`src/rtl/ih_pkg.sv`:
```
package ih_pkg;
  localparam int BUS_W = 32;
  localparam logic [7:0] OFF_STAT = 8'h00;
  localparam logic [7:0] OFF_ENAB = 8'h08;
  localparam logic [7:0] OFF_ACK  = 8'h0C;
  localparam logic [7:0] OFF_CTRL = 8'h1C;
  localparam int CTRL_ME_BIT  = 0;
  localparam int CTRL_HWE_BIT = 1;
endpackage

```
`src/rtl/ih_pin_detect.sv`:
```
module ih_pin_detect #(
  parameter int N_SRC = 32,
  parameter logic [N_SRC-1:0] LEVEL_MASK = '0
) (
  input  logic             clk,
  input  logic             rst_n,
  input  logic [N_SRC-1:0] pins,
  input  logic             hw_en,
  output logic [N_SRC-1:0] edge_hit,
  output logic [N_SRC-1:0] level_hit
);
  logic [N_SRC-1:0] prev_q;
  logic [N_SRC-1:0] prev_d;

  always_comb begin
    prev_d = pins;
  end

  always_ff @(posedge clk or negedge rst_n) begin
    if (!rst_n) prev_q <= '0;
    else        prev_q <= prev_d;
  end

  for (genvar i = 0; i < N_SRC; i++) begin : g_line
    if (LEVEL_MASK[i]) begin : g_level
      assign level_hit[i] = hw_en & pins[i];
      assign edge_hit[i]  = 1'b0;
    end else begin : g_edge
      assign edge_hit[i]  = hw_en & pins[i] & ~prev_q[i];
      assign level_hit[i] = 1'b0;
    end
  end
endmodule

```
`src/rtl/ih_bus_regs.sv`:
```
module ih_bus_regs
  import ih_pkg::*;
#(
  parameter int N_SRC  = 32,
  parameter int ADDR_W = 5
) (
  input  logic              clk,
  input  logic              rst_n,
  input  logic              wr_en,
  input  logic              rd_en,
  input  logic [ADDR_W-1:0] addr,
  input  logic [BUS_W-1:0]  wdata,
  input  logic [N_SRC-1:0]  stat_q,
  output logic [N_SRC-1:0]  enab_q,
  output logic              me_q,
  output logic              hwe_q,
  output logic              stat_wr,
  output logic [N_SRC-1:0]  stat_wdata,
  output logic [N_SRC-1:0]  ack_mask,
  output logic [BUS_W-1:0]  rdata
);
  logic sel_stat, sel_enab, sel_ack, sel_ctrl;
  logic [N_SRC-1:0] enab_d;
  logic             me_d, hwe_d;
  logic [BUS_W-1:0] rdata_d;
  logic unused_wdata_bits;

  function automatic logic [BUS_W-1:0] widen(input logic [N_SRC-1:0] v);
    logic [BUS_W-1:0] r;
    r = '0;
    r[N_SRC-1:0] = v;
    return r;
  endfunction

  assign sel_stat = (addr == OFF_STAT[ADDR_W-1:0]);
  assign sel_enab = (addr == OFF_ENAB[ADDR_W-1:0]);
  assign sel_ack  = (addr == OFF_ACK[ADDR_W-1:0]);
  assign sel_ctrl = (addr == OFF_CTRL[ADDR_W-1:0]);

  assign unused_wdata_bits = ^wdata;

  assign stat_wr    = wr_en & sel_stat & ~hwe_q;
  assign stat_wdata = wdata[N_SRC-1:0];
  assign ack_mask   = (wr_en && sel_ack) ? wdata[N_SRC-1:0] : '0;

  always_comb begin
    enab_d = enab_q;
    me_d   = me_q;
    hwe_d  = hwe_q;
    if (wr_en && sel_enab) enab_d = wdata[N_SRC-1:0];
    if (wr_en && sel_ctrl) begin
      me_d  = wdata[CTRL_ME_BIT];
      hwe_d = wdata[CTRL_HWE_BIT];
    end
  end

  always_comb begin
    rdata_d = rdata;
    if (rd_en) begin
      if (sel_stat)      rdata_d = widen(stat_q);
      else if (sel_enab) rdata_d = widen(enab_q);
      else if (sel_ctrl) begin
        rdata_d = '0;
        rdata_d[CTRL_ME_BIT]  = me_q;
        rdata_d[CTRL_HWE_BIT] = hwe_q;
      end
      else               rdata_d = '0;
    end
  end

  always_ff @(posedge clk or negedge rst_n) begin
    if (!rst_n) begin
      enab_q <= '0;
      me_q   <= 1'b0;
      hwe_q  <= 1'b0;
      rdata  <= '0;
    end else begin
      enab_q <= enab_d;
      me_q   <= me_d;
      hwe_q  <= hwe_d;
      rdata  <= rdata_d;
    end
  end
endmodule

```
`src/rtl/ih_status.sv`:
```
module ih_status #(
  parameter int N_SRC = 32
) (
  input  logic             clk,
  input  logic             rst_n,
  input  logic             stat_wr,
  input  logic [N_SRC-1:0] stat_wdata,
  input  logic [N_SRC-1:0] ack_mask,
  input  logic [N_SRC-1:0] edge_hit,
  input  logic [N_SRC-1:0] level_hit,
  output logic [N_SRC-1:0] stat_q
);
  logic [N_SRC-1:0] stat_d;

  always_comb begin
    if (stat_wr) stat_d = stat_wdata;
    else         stat_d = (stat_q & ~ack_mask) | edge_hit | (level_hit & ~ack_mask);
  end

  always_ff @(posedge clk or negedge rst_n) begin
    if (!rst_n) stat_q <= '0;
    else        stat_q <= stat_d;
  end
endmodule

```
`src/rtl/ih_irq_out.sv`:
```
module ih_irq_out #(
  parameter int N_SRC = 32
) (
  input  logic             clk,
  input  logic             rst_n,
  input  logic             me,
  input  logic [N_SRC-1:0] stat_q,
  input  logic [N_SRC-1:0] enab_q,
  output logic             irq_q
);
  logic irq_d;

  always_comb begin
    irq_d = me & (|(stat_q & enab_q));
  end

  always_ff @(posedge clk or negedge rst_n) begin
    if (!rst_n) irq_q <= 1'b0;
    else        irq_q <= irq_d;
  end
endmodule

```
`src/rtl/intr_hub.sv`:
```
module intr_hub
  import ih_pkg::*;
#(
  parameter int N_SRC  = 32,
  parameter int ADDR_W = 5,
  parameter logic [N_SRC-1:0] LEVEL_MASK = 32'hFFFF_0000
) (
  input  logic              clk,
  input  logic              rst_n,
  input  logic              bus_wr_en,
  input  logic              bus_rd_en,
  input  logic [ADDR_W-1:0] bus_addr,
  input  logic [31:0]       bus_wdata,
  output logic [31:0]       bus_rdata,
  input  logic [N_SRC-1:0]  src_in,
  output logic              irq_out
);
  logic [N_SRC-1:0] stat_q, enab_q, stat_wdata, ack_mask, edge_hit, level_hit;
  logic             me_q, hwe_q, stat_wr;

  ih_bus_regs #(.N_SRC(N_SRC), .ADDR_W(ADDR_W)) u_regs (
    .clk(clk), .rst_n(rst_n), .wr_en(bus_wr_en), .rd_en(bus_rd_en),
    .addr(bus_addr), .wdata(bus_wdata), .stat_q(stat_q), .enab_q(enab_q),
    .me_q(me_q), .hwe_q(hwe_q), .stat_wr(stat_wr), .stat_wdata(stat_wdata),
    .ack_mask(ack_mask), .rdata(bus_rdata)
  );

  ih_pin_detect #(.N_SRC(N_SRC), .LEVEL_MASK(LEVEL_MASK)) u_pins (
    .clk(clk), .rst_n(rst_n), .pins(src_in), .hw_en(hwe_q),
    .edge_hit(edge_hit), .level_hit(level_hit)
  );

  ih_status #(.N_SRC(N_SRC)) u_stat (
    .clk(clk), .rst_n(rst_n), .stat_wr(stat_wr), .stat_wdata(stat_wdata),
    .ack_mask(ack_mask), .edge_hit(edge_hit), .level_hit(level_hit),
    .stat_q(stat_q)
  );

  ih_irq_out #(.N_SRC(N_SRC)) u_out (
    .clk(clk), .rst_n(rst_n), .me(me_q), .stat_q(stat_q), .enab_q(enab_q),
    .irq_q(irq_out)
  );
endmodule

```
`config.mk`:
```
export PLATFORM = sky130hd
export DESIGN_NAME = intr_hub
export DESIGN_NICKNAME = d
export VERILOG_FILES = /design/src/rtl/ih_pkg.sv /design/src/rtl/ih_pin_detect.sv /design/src/rtl/ih_bus_regs.sv /design/src/rtl/ih_status.sv /design/src/rtl/ih_irq_out.sv /design/src/rtl/intr_hub.sv
export SDC_FILE = /design/constraint.sdc
export NUM_CORES = 1
export LEC_CHECK = 0
export BUFFER_PORTS_ARGS = -buffer_cell sky130_fd_sc_hd__buf_2
export CORE_MARGIN = 2
export CORE_UTILIZATION = 39
export CTS_CLUSTER_DIAMETER = 40
export CTS_CLUSTER_SIZE = 20
export DETAILED_ROUTE_END_ITERATION = 12
export SLEW_MARGIN = 20
export SYNTH_ARGS = -nofsm -noshare
export SYNTH_HDL_FRONTEND = slang
export SYNTH_SLANG_ARGS = --single-unit
```
`constraint.sdc`:
```
create_clock -name clk -period 1.6 [get_ports clk]
set_clock_uncertainty 0.05 [all_clocks]
set_input_delay 0.16 -clock clk [delete_from_list [all_inputs] [get_ports clk]]
set_output_delay 0.16 -clock clk [all_outputs]
set_load 0.02 [all_outputs]
```
==> results.py <==
metrics = {
    "synthesis": {
        "syn_area_mm2": 0.00542,
        "async_flop_share_pct": 100,
        "synth_edf_count": 0,
        "ys_ff_latch": 115,
        "yosysTopAreaCell": "dfrtp_1",
        "ys_warn_count": 0,
        "ys.flop_type": "dfrtp_1",
        "synth_area_per_cell_um2": 10.9,
        "synth.top_cell.area_share_pct": 53.1,
        "ys_seq_area_share_pct": 53.1,
        "ys_top_cells_by_area": "dfrtp_1 (53%), mux2_2 (12%), inv_1 (3.3%), nand3_1 (3.1%), a21oi_1 (3.0%)",
        "synth_nets": 570,
        "netlist_instances": 497,
        "synth_cell_type_count": 30,
    },
    "routing": {
        "dr.pass1.iters": 5,
        "drtIter0Drc": 363,
        "routed_wl_mm": 15.2,
        "vias": 4622,
        "drc": 0,
        "viasPerCell": 5.46,
        "ant_nets": 0,
        "wire_per_inst_um": 18.0,
    },
    "grt": {
        "grt.overflow.total": 0,
        "grt_use_met2_pct": 34.6,
        "grt_use_met1_pct": 28.7,
        "grt_use_total_pct": 21.6,
        "met3_usage_pct": 4.96,
        "grt.busiest_layer": "met2",
        "grt_max_degree": 49,
        "grt_pass1_wl_mm": 24.5,
        "grt_antenna_before_repair": 0,
        "grt_pass1_vias": 4722,
    },
    "timing": {
        "fmax_ghz": 0.680,
        "layout_min_cycle_time_ns": 1.47,
        "timing.final.max_slew_violations": 0,
        "hold_slack_ns": 0.0651,
        "relSlewSlack_pct": 69.0,
        "fin_crit_sh_pct": 91.9,
        "finalSetupViolations": 0,
        "hold_viol": 0,
        "rsz0062_at_grt": "false",
        "tightestPinTransition_ns": 0.465,
        "tns_ns": 0,
    },
    "pwr": {
        "ir_drop_uv": 719,
        "p_per_area_mw_per_mm2": 1190,
        "p_total_mw": 8.69,
        "p_leak_nw": 3.20,
    },
    "layout": {
        "final_cell_area_mm2": 0.00732,
        "seqCellArea_mm2": 0.00288,
        "drive_above_1_share_pct": 32.5,
        "multi_input_area_mm2": 0.00220,
        "nFillCells": 1233,
        "final_nets": 728,
        "syn2layout_area_growth_pct": 35.2,
        "diodes": 0,
        "finalNonFillerCells": 847,
    },
    "clocking": {
        "post-cts-setup-buffers": 0,
        "root_buffer": "clkbuf_16",
        "cts_buffer_depth": 2,
        "cts_made_buffers": 17,
        "cts_tree": "done",
        "cts_sinks": 115,
        "cts.clk_slew.worst_paths_ns": 0.05,
        "clkLatencyLatePin_ns": 0.42,
        "htreeDepth": 4,
    },
    "floorplanning": {
        "die_h_um": 122,
        "rows": 43,
        "start_util_pct": 39.5,
        "die_area_mm2": 0.0149,
        "core-area_mm2": 0.0137,
        "io_pins": 106,
        "die_x_um": 122,
    },
    "placed_design": {
        "place_area_mm2": 0.00628,
        "gp_congestion": 0.823,
        "port_buffers": 105,
        "post-dp-hpwl_mm": 10.2,
        "dp.cells": 767,
    },
    "critical_path": {
        "cp.buffers_inverters": 1,
        "cp_slowest_cell": "dfrtp_1",
        "crit_required_ns": 1.88,
        "crit_path_max_incr_delay_ns": 0.41,
        "cpLargestDelayFamily": "simple AND/OR/NAND/NOR gates",
        "cp-end-kind": "flip-flop",
        "critPathKind": "flip-flop to flip-flop",
        "crit_path_start_kind": "flip-flop",
        "path_cells": "nand2b_1 > or3_1 > buf_4 > a31oi_1",
        "cp_data_arrival_time_ns": 1.75,
        "crit_fanout": 16,
    },
    "outcome": {
        "status": "finished clean",
    },
    "worst_hold_path": {
        "hp-class": "input port to flip-flop",
    },
    "run": {
        "drv_cap": 0,
    },
}
[power by group]
part	switching, mW	leakage [nW]	internal (mW)
clock	1.25	0.274	2.28
sequential	0.327	1.39	3.32
combinational	0.741	1.54	0.777
[kinds of logic after synthesis]
kind of cell           after synthesis  share of synthesized area, %
AOI/OAI and AO/OA                  149                          17.8
DFF                                115                          53.1
buffers and inverters               87                          6.44
and+or+nand+nor                     82                          9.40
muxes                               64                          13.3
[state kept, by name, summed over array words and instances, names as in the netlist]
name           count
u_stat.stat_q     32
u_regs.rdata      32
u_out.irq_q        1
u_pins.prev_q     16
u_regs.hwe_q       1
u_regs.enab_q     32
u_regs.me_q        1
[tightest hold or removal path: stages]
cell and delay (ns):
buf_2 0.10, a21oi_1 0.14, a221oi_1 0.08
[synth_stat cells, types with 2 or more instances]
cell type / n
dfrtp_1: 115
mux2_2: 58
inv_1: 47
nand3_1: 34
a21oi_1: 32
o21ai_0: 32
clkbuf_1: 25
a31oi_1: 18
nor4_1: 17
a21o_1: 16
a221oi_1: 16
a22oi_1: 16
nand3b_1: 16
o31ai_1: 16
buf_2: 9
mux2_1: 6
buf_1: 4
nand4_1: 4
nand2b_1: 3
o32ai_1: 2
or3_1: 2
[worst paths after layout]
kind | from | endpoint | slack [ns] | cells past startpoint
worst max-delay path | u_regs.hwe_q | u_stat.stat_q[0] | 0.13 | 4
worst min-delay path | src_in[28] | u_stat.stat_q[28] | 0.07 | 3
worst max register to register | u_regs.hwe_q | u_stat.stat_q[0] | 0.13 | 4
worst min register to register | u_regs.enab_q[4] | u_regs.enab_q[4] | 0.46 | 1
max in group asynchronous | rst_n | u_pins.prev_q[13] | 0.71 | 3
min in group asynchronous | rst_n | u_regs.enab_q[30] | 0.20 | 2
[layer usage]
metal	up-vias	wire length [um]
met1	2292	6910
met4	0	240
met5	-	0
met3	19	764
li1	2155	-
met2	156	7300
[stage by stage]
step / setup slack (ns) / util [%]
after floorplan: 0.00188 / -
after global placement: -0.152 / 45.8
after detailed placement: -0.220 / 45.8
after CTS: 0.144 / 53.4
after global routing: 0.0157 / 53.4
final: 0.130 / 53.4
[timing repair]
| item | 4_1_cts | 5_1_grt |
|---|---|---|
| endpoints found under the hold margin | 101 | 0 |
| gates resized for setup | 0 | 1 |
| setup endpoints to repair | 0 | 1 |
| hold buffers | 49 | 0 |
[cell usage in the layout, fill, tap and decap left out, types with 17 or more instances in the layout]
master | Yosys | routed
inv_1 | 47 | 47
buf_2 | 9 | 104
clkbuf_16 | 0 | 17
mux2_2 | 58 | 58
a31oi_1 | 18 | 18
buf_4 | 1 | 18
dlygate4sd3_1 | 0 | 49
nand3_1 | 34 | 34
a21oi_1 | 32 | 32
o21ai_0 | 32 | 32
dfrtp_1 | 115 | 115
[area by class of cell]
type / count / area share [%]
inverter: 47 / 2.41
sequential: 115 / 39.3
multi-input combinational: 295 / 30.0
timing repair buffer: 179 / 17.7
clock inverter: 5 / 0.683
clock buffer: 26 / 6.82
tap: 180 / 3.07
No activity file was read; power rests on OpenSTA's default activity.
